<file path="src/rtl/sar_pkg.sv">
package sar_pkg;
  typedef enum logic [1:0] {
    MODE_SINGLE = 2'd0,
    MODE_FREE   = 2'd1,
    MODE_AUTO   = 2'd2,
    MODE_RSVD   = 2'd3
  } conv_mode_e;

  typedef enum logic [1:0] {
    ST_IDLE   = 2'd0,
    ST_SAMPLE = 2'd1,
    ST_TRIAL  = 2'd2
  } seq_state_e;
endpackage

</file>
<file path="src/rtl/sar_start_gen.sv">
module sar_start_gen
  import sar_pkg::*;
#(
  parameter int NTRIG_LOG2 = 2
) (
  input  logic                       clk,
  input  logic                       rst,
  input  conv_mode_e                 mode,
  input  logic                       start_req,
  input  logic [(1<<NTRIG_LOG2)-1:0] trig_in,
  input  logic [NTRIG_LOG2-1:0]      trig_sel,
  input  logic                       idle,
  output logic                       go
);
  logic trig_now;
  logic trig_prev;

  assign trig_now = trig_in[trig_sel];

  // previous level of the selected line, for rising-edge detection
  always_ff @(posedge clk) begin
    if (rst) trig_prev <= 1'b0;
    else     trig_prev <= trig_now;
  end

  always_comb begin
    if (mode == MODE_AUTO) go = idle && trig_now && !trig_prev;
    else                   go = idle && start_req;
  end
endmodule

</file>
<file path="src/rtl/sar_bit_engine.sv">
module sar_bit_engine
  import sar_pkg::*;
#(
  parameter int NBITS      = 10,
  parameter int SAMPLE_CYC = 2,
  parameter int CHW        = 3
) (
  input  logic             clk,
  input  logic             rst,
  input  logic             go,
  input  logic             free_run,
  input  logic [CHW-1:0]   chan_in,
  input  logic             cmp_gt,
  output logic             busy,
  output logic             sample_hold,
  output logic [NBITS-1:0] dac_code,
  output logic [CHW-1:0]   chan_mux,
  output logic             done,
  output logic [NBITS-1:0] code
);
  localparam int CW = $clog2(SAMPLE_CYC + 1);
  localparam logic [NBITS-1:0] MSB_ONE = {1'b1, {(NBITS-1){1'b0}}};

  seq_state_e       state;
  logic [CW-1:0]    cnt;
  logic [NBITS-1:0] mask;
  logic [NBITS-1:0] dac_q;
  logic [NBITS-1:0] kept;
  logic             busy_q, sh_q;
  logic [CHW-1:0]   chan_q;

  // the bit under trial survives unless the DAC overshoots the input
  assign kept = cmp_gt ? (dac_q & ~mask) : dac_q;
  assign done = (state == ST_TRIAL) && mask[0];
  assign code = kept;

  assign busy        = busy_q;
  assign sample_hold = sh_q;
  assign dac_code    = dac_q;
  assign chan_mux    = chan_q;

  always_ff @(posedge clk) begin
    if (rst) begin
      state  <= ST_IDLE;
      cnt    <= '0;
      mask   <= '0;
      dac_q  <= '0;
      busy_q <= 1'b0;
      sh_q   <= 1'b0;
      chan_q <= '0;
    end else begin
      case (state)
        ST_IDLE: begin
          if (go) begin
            state  <= ST_SAMPLE;
            cnt    <= '0;
            busy_q <= 1'b1;
            sh_q   <= 1'b1;
            chan_q <= chan_in;
          end
        end
        ST_SAMPLE: begin
          if (cnt == CW'(SAMPLE_CYC - 1)) begin
            state <= ST_TRIAL;
            sh_q  <= 1'b0;
            dac_q <= MSB_ONE;
            mask  <= MSB_ONE;
          end else begin
            cnt <= cnt + 1'b1;
          end
        end
        ST_TRIAL: begin
          if (mask[0]) begin
            dac_q <= '0;
            mask  <= '0;
            if (free_run) begin
              state  <= ST_SAMPLE;
              cnt    <= '0;
              sh_q   <= 1'b1;
              chan_q <= chan_in;
            end else begin
              state  <= ST_IDLE;
              busy_q <= 1'b0;
            end
          end else begin
            dac_q <= kept | (mask >> 1);
            mask  <= mask >> 1;
          end
        end
        default: state <= ST_IDLE;
      endcase
    end
  end

  // sampling only happens inside a busy window
  p_sh_busy_r12: assert property (@(posedge clk) disable iff (rst)
    sample_hold |-> busy);

  // the first trial presents only the top bit
  p_first_trial_r3: assert property (@(posedge clk) disable iff (rst)
    $fell(sample_hold) |-> dac_code == MSB_ONE);

  // channel is frozen while a conversion runs
  p_chan_hold_r13: assert property (@(posedge clk) disable iff (rst)
    (busy && !done) |=> $stable(chan_mux));
endmodule

</file>
<file path="src/rtl/sar_result_reg.sv">
module sar_result_reg #(
  parameter int NBITS = 10,
  parameter int RES_W = 16
) (
  input  logic             clk,
  input  logic             rst,
  input  logic             wr,
  input  logic [NBITS-1:0] code,
  input  logic             left_adj,
  input  logic             irq_clr,
  output logic [RES_W-1:0] result,
  output logic             irq
);
  localparam int PAD = RES_W - NBITS;

  logic [NBITS-1:0] raw_q;
  logic             irq_q;

  always_ff @(posedge clk) begin
    if (rst) begin
      raw_q <= '0;
      irq_q <= 1'b0;
    end else begin
      if (wr) raw_q <= code;
      if (wr)           irq_q <= 1'b1;
      else if (irq_clr) irq_q <= 1'b0;
    end
  end

  assign result = left_adj ? (RES_W'(raw_q) << PAD) : RES_W'(raw_q);
  assign irq    = irq_q;

  // flag is sticky until cleared, and a write always sets it
  p_irq_sticky_r9: assert property (@(posedge clk) disable iff (rst)
    (irq && !irq_clr) |=> irq);
  p_irq_set_r9: assert property (@(posedge clk) disable iff (rst)
    wr |=> irq);

  // stored code moves only on a completion write
  p_raw_atomic_r11: assert property (@(posedge clk) disable iff (rst)
    !wr |=> $stable(raw_q));
endmodule

</file>
<file path="src/rtl/sar_conv_ctrl.sv">
module sar_conv_ctrl
  import sar_pkg::*;
#(
  parameter int NBITS      = 10,
  parameter int RES_W      = 16,
  parameter int SAMPLE_CYC = 2,
  parameter int CHW        = 3,
  parameter int NTRIG_LOG2 = 2
) (
  input  logic                       clk,
  input  logic                       rst,
  input  logic [1:0]                 mode_sel,
  input  logic                       start_req,
  input  logic [(1<<NTRIG_LOG2)-1:0] trig_in,
  input  logic [NTRIG_LOG2-1:0]      trig_sel,
  input  logic                       left_adj,
  input  logic                       irq_clr,
  input  logic [CHW-1:0]             chan_in,
  input  logic                       cmp_gt,
  output logic [CHW-1:0]             chan_mux,
  output logic                       sample_hold,
  output logic [NBITS-1:0]           dac_code,
  output logic                       busy,
  output logic [RES_W-1:0]           result,
  output logic                       irq_flag
);
  conv_mode_e       mode;
  logic             go;
  logic             done;
  logic [NBITS-1:0] code;

  assign mode = conv_mode_e'(mode_sel);

  sar_start_gen #(.NTRIG_LOG2(NTRIG_LOG2)) u_start (
    .clk(clk), .rst(rst), .mode(mode), .start_req(start_req),
    .trig_in(trig_in), .trig_sel(trig_sel), .idle(!busy), .go(go)
  );

  sar_bit_engine #(.NBITS(NBITS), .SAMPLE_CYC(SAMPLE_CYC), .CHW(CHW)) u_engine (
    .clk(clk), .rst(rst), .go(go), .free_run(mode == MODE_FREE),
    .chan_in(chan_in), .cmp_gt(cmp_gt), .busy(busy),
    .sample_hold(sample_hold), .dac_code(dac_code), .chan_mux(chan_mux),
    .done(done), .code(code)
  );

  sar_result_reg #(.NBITS(NBITS), .RES_W(RES_W)) u_result (
    .clk(clk), .rst(rst), .wr(done), .code(code), .left_adj(left_adj),
    .irq_clr(irq_clr), .result(result), .irq(irq_flag)
  );

  // no start is accepted while a conversion is running
  p_no_restart_r6: assert property (@(posedge clk) disable iff (rst)
    busy |-> !go);
endmodule

</file>
<file path="config.mk">
export PLATFORM = sky130hd
export DESIGN_NAME = sar_conv_ctrl
export DESIGN_NICKNAME = d
export VERILOG_FILES = /design/src/rtl/sar_pkg.sv /design/src/rtl/sar_start_gen.sv /design/src/rtl/sar_bit_engine.sv /design/src/rtl/sar_result_reg.sv /design/src/rtl/sar_conv_ctrl.sv
export SDC_FILE = /design/constraint.sdc
export NUM_CORES = 1
export LEC_CHECK = 0
export BUFFER_PORTS_ARGS = -buffer_cell sky130_fd_sc_hd__buf_4
export CAP_MARGIN = 0
export CORE_UTILIZATION = 56
export DETAILED_ROUTE_END_ITERATION = 6
export PLACE_DENSITY = 0.88
export SLEW_MARGIN = 20
export SYNTH_ARGS = -nofsm -noshare
export SYNTH_HDL_FRONTEND = slang
export SYNTH_SLANG_ARGS = --single-unit
</file>
<file path="constraint.sdc">
create_clock -name clk -period 3.97 [get_ports clk]
set_clock_uncertainty 0.05 [all_clocks]
set_input_delay 0.5955 -clock clk [delete_from_list [all_inputs] [get_ports clk]]
set_output_delay 0.5955 -clock clk [all_outputs]
set_load 0.03 [all_outputs]
</file>
==> impl_metrics.py <==
metrics = {
    "run_status": {
        "outcome": "complete, no violations",
    },
    "timing": {
        "slew_headroom_pct": 51.71,
        "whs_ns": 0.4133,
        "fmax_ghz": 0.5187,
        "final-setup-viol-count": 0,
        "rsz0062_at_grt": "no",
        "slew_viol_final": 0,
        "tightestPinTransition_ns": 0.7228,
        "finalCritPeriodShare_pct": 48.56,
        "min_period_ns": 1.928,
        "finalHoldViolCount": 0,
        "tns_ns": 0,
    },
    "setup_path": {
        "r2r-end": "u_engine.dac_code[0]",
        "cp_slowest_cell": "mux2_2",
        "required_ns": 3.32,
        "worstPathCellList": "buf_4, mux2_2, buf_4",
        "cp.arrival_ns": 1.28,
        "path_max_fanout": 16,
        "start_kind": "input pin",
        "timing.rr.start": "u_engine.state[1]",
        "end_kind": "primary output",
        "path_class": "input pin to primary output",
        "path_buf_inv": 2,
        "rr_worst_depth": 4,
        "crit_top_cell": "buf_4",
        "slowest_delay_ns": 0.35,
        "reg2reg_slack_ns": 2.13,
        "crit_family": "multiplexers",
    },
    "routing": {
        "post_drt_via_cell_ratio": 5.462,
        "wl_met1_microns": 1708,
        "drt-pass1-iter-count": 4,
        "drtIter0Drc": 75,
        "avgRoutedWirePerCell_microns": 12.03,
        "ant_nets": 0,
        "wirelength_microns": 3670,
        "num_vias": 1666,
        "drc": 0,
        "wl_met2_microns": 1662,
        "top_layer": "met4",
        "wl_met3_microns": 252,
    },
    "clocking": {
        "clk_latency_ns": 0.34,
        "htreeDepth": 2,
        "cts_resized": 0,
        "cts_setup_buffers": 0,
        "cts.reportedPaths.clkPinSlew_ns": 0.11,
        "cts-root-buf": "clkbuf_4",
        "cts_tree": "yes",
        "cts_made_buffers": 5,
        "cts_sinks": 41,
        "clock_path_buffers": 2,
        "ctsHoldBuffers": 0,
    },
    "finish": {
        "n_antenna_cell": 0,
        "final_common_cell": "buf_4",
        "fillCellCount": 264,
        "fin_nets": 278,
        "syn_to_final_growth_pct": 20.22,
        "layout.cells.non_filler": 305,
        "drive_gt1_share_pct": 28.35,
        "layout_common_cells": "buf_4, dfxtp_1, nand2_1, a21oi_1, nor2b_1",
    },
    "synth": {
        "yosysWarnings": 0,
        "synth-edff-count": 0,
        "synth_nets": 239,
        "synth_ff_type": "dfxtp_1",
        "syn_avg_cell_area_sq_um": 8.594,
        "synth.cell_area_sq_mm": 0.001899,
        "synth_cells": 221,
        "async_flop_share_pct": 0,
        "yosys_register_bits": 41,
        "yosysSeqAreaShare_pct": 43.21,
        "synthDistinctLibCells": 40,
    },
    "floorplan": {
        "dieArea_sq_mm": 0.003628,
        "dieHeight_microns": 60.24,
        "fp.dieW_microns": 60.24,
        "rows": 20,
        "start_util_pct": 60.72,
        "core_area_sq_mm": 0.003128,
        "io_pins": 49,
    },
    "worst_hold_path": {
        "hold_path_end": "u_result.raw_q[4]",
        "min_from": "u_result.raw_q[4]",
        "holdCritPathClass": "flop to flop",
        "hold_depth": 2,
    },
    "global_route": {
        "track_usage_pct": 22.28,
        "grt_pass1_vias": 1336,
        "grt_first_pass_wirelength_microns": 5989,
        "gr-total-overflow": 0,
        "grt_max_degree": 48,
        "antenna_found_initial": 0,
    },
    "power_and_ir_drop": {
        "power_leakage_uw": 0.0008817,
        "powerDensity_mw_per_mm2": 327.2,
        "irDropWorstVdd_mv": 0.2591,
    },
    "place": {
        "place_inst": 297,
        "routabilityCongestion": 0.8479,
        "dp_hpwl_microns": 2596,
        "io_buffer_count": 48,
    },
    "flow_run": {
        "maxCapViolCount": 0,
    },
}
==> per-layer routing <==
layer	track usage [%]	vias up
met5	0	-
met4	6.977	0
met3	6.710	7
met2	34.07	52
met1	29.93	767
li1	-	840
==> worst register-to-register path, stage by stage, from the launching register on <==
cell and delay [ns]:
dfxtp_1 0.51, and2b_4 0.24, nor2b_1 0.60, a21oi_1 0.16, nor4_1 0.20
==> flip-flops by register name, summed over array words and instances (netlist names) <==
signal                flops
u_engine.busy             1
u_engine.chan_mux         3
u_engine.cnt              2
u_engine.dac_code        10
u_engine.mask            10
u_engine.sample_hold      1
u_engine.state            2
u_result.irq              1
u_result.raw_q           10
u_start.trig_prev         1
==> logic make-up after synthesis <==
| logic type | Yosys count | synth area share, % |
|---|---|---|
| muxes | 8 | 5.138 |
| adders and majority gates | 1 | 0.6587 |
| DFF | 41 | 43.21 |
| and+or+nand+nor | 93 | 26.68 |
| buffers and inverters | 18 | 4.612 |
| AOI/OAI and AO/OA | 60 | 19.70 |
==> power by group <==
group          switching (uW)  leakage, uW  internal [uW]
clock                     126    0.0000265           70.7
sequential               13.6     0.000332            425
combinational            62.5     0.000523           49.7
==> synthesized netlist by cell type, types with 2 or more instances <==
cell type	instances	area, sq um
clkbuf_1	6	22.52
nand3b_1	3	22.52
mux2_2	4	45.04
nand2_1	37	138.9
mux2i_1	3	30.03
and2_1	7	43.79
a21oi_2	8	70.07
buf_4	4	30.03
nand3_1	9	45.04
o21ai_1	9	45.04
a22oi_1	2	15.01
nor2_1	7	26.28
dfxtp_1	41	820.8
inv_1	2	7.510
nand2b_1	9	56.30
buf_1	2	7.510
nor2b_1	10	62.56
a21oi_1	33	165.2
buf_2	4	20.02
==> worst max-delay path by stage <==
stage,cells after the start,end,slack (ns),from
3_5_place_dp,3,result[8],2.04,left_adj
3_3_place_gp,3,result[9],2.06,left_adj
6_report,3,result[8],2.04,left_adj
5_1_grt,4,u_engine.mask[1],1.94,u_engine.state[1]
4_1_cts,3,result[8],2.04,left_adj
2_1_floorplan,3,result[10],1.93,left_adj
==> through the flow <==
step | cell area, sq um | setup WS, ns | total power, uW | util (%)
2_1_floorplan | 1899 | 1.931 | 527.8 | -
3_3_place_gp | 2235 | 2.058 | 557.9 | 71.44
3_5_place_dp | 2235 | 2.039 | 560.3 | 71.44
4_1_cts | 2283 | 2.036 | 750.3 | 73.00
5_1_grt | 2283 | 1.942 | 782.2 | 73.00
6_report | 2283 | 2.042 | 747.1 | 73.00
==> area by class of cell <==
| class | instances | area, sq um | share of cell area (%) |
|---|---|---|---|
| multi-input cells | 162 | 991.0 | 43.40 |
| flip-flops and latches | 41 | 820.8 | 35.95 |
| repair buffers | 48 | 360.3 | 15.78 |
| well taps | 44 | 55.05 | 2.411 |
| clock buffers | 8 | 48.80 | 2.137 |
| inverters | 2 | 7.507 | 0.3288 |
(Power assumes the default switching activity.)
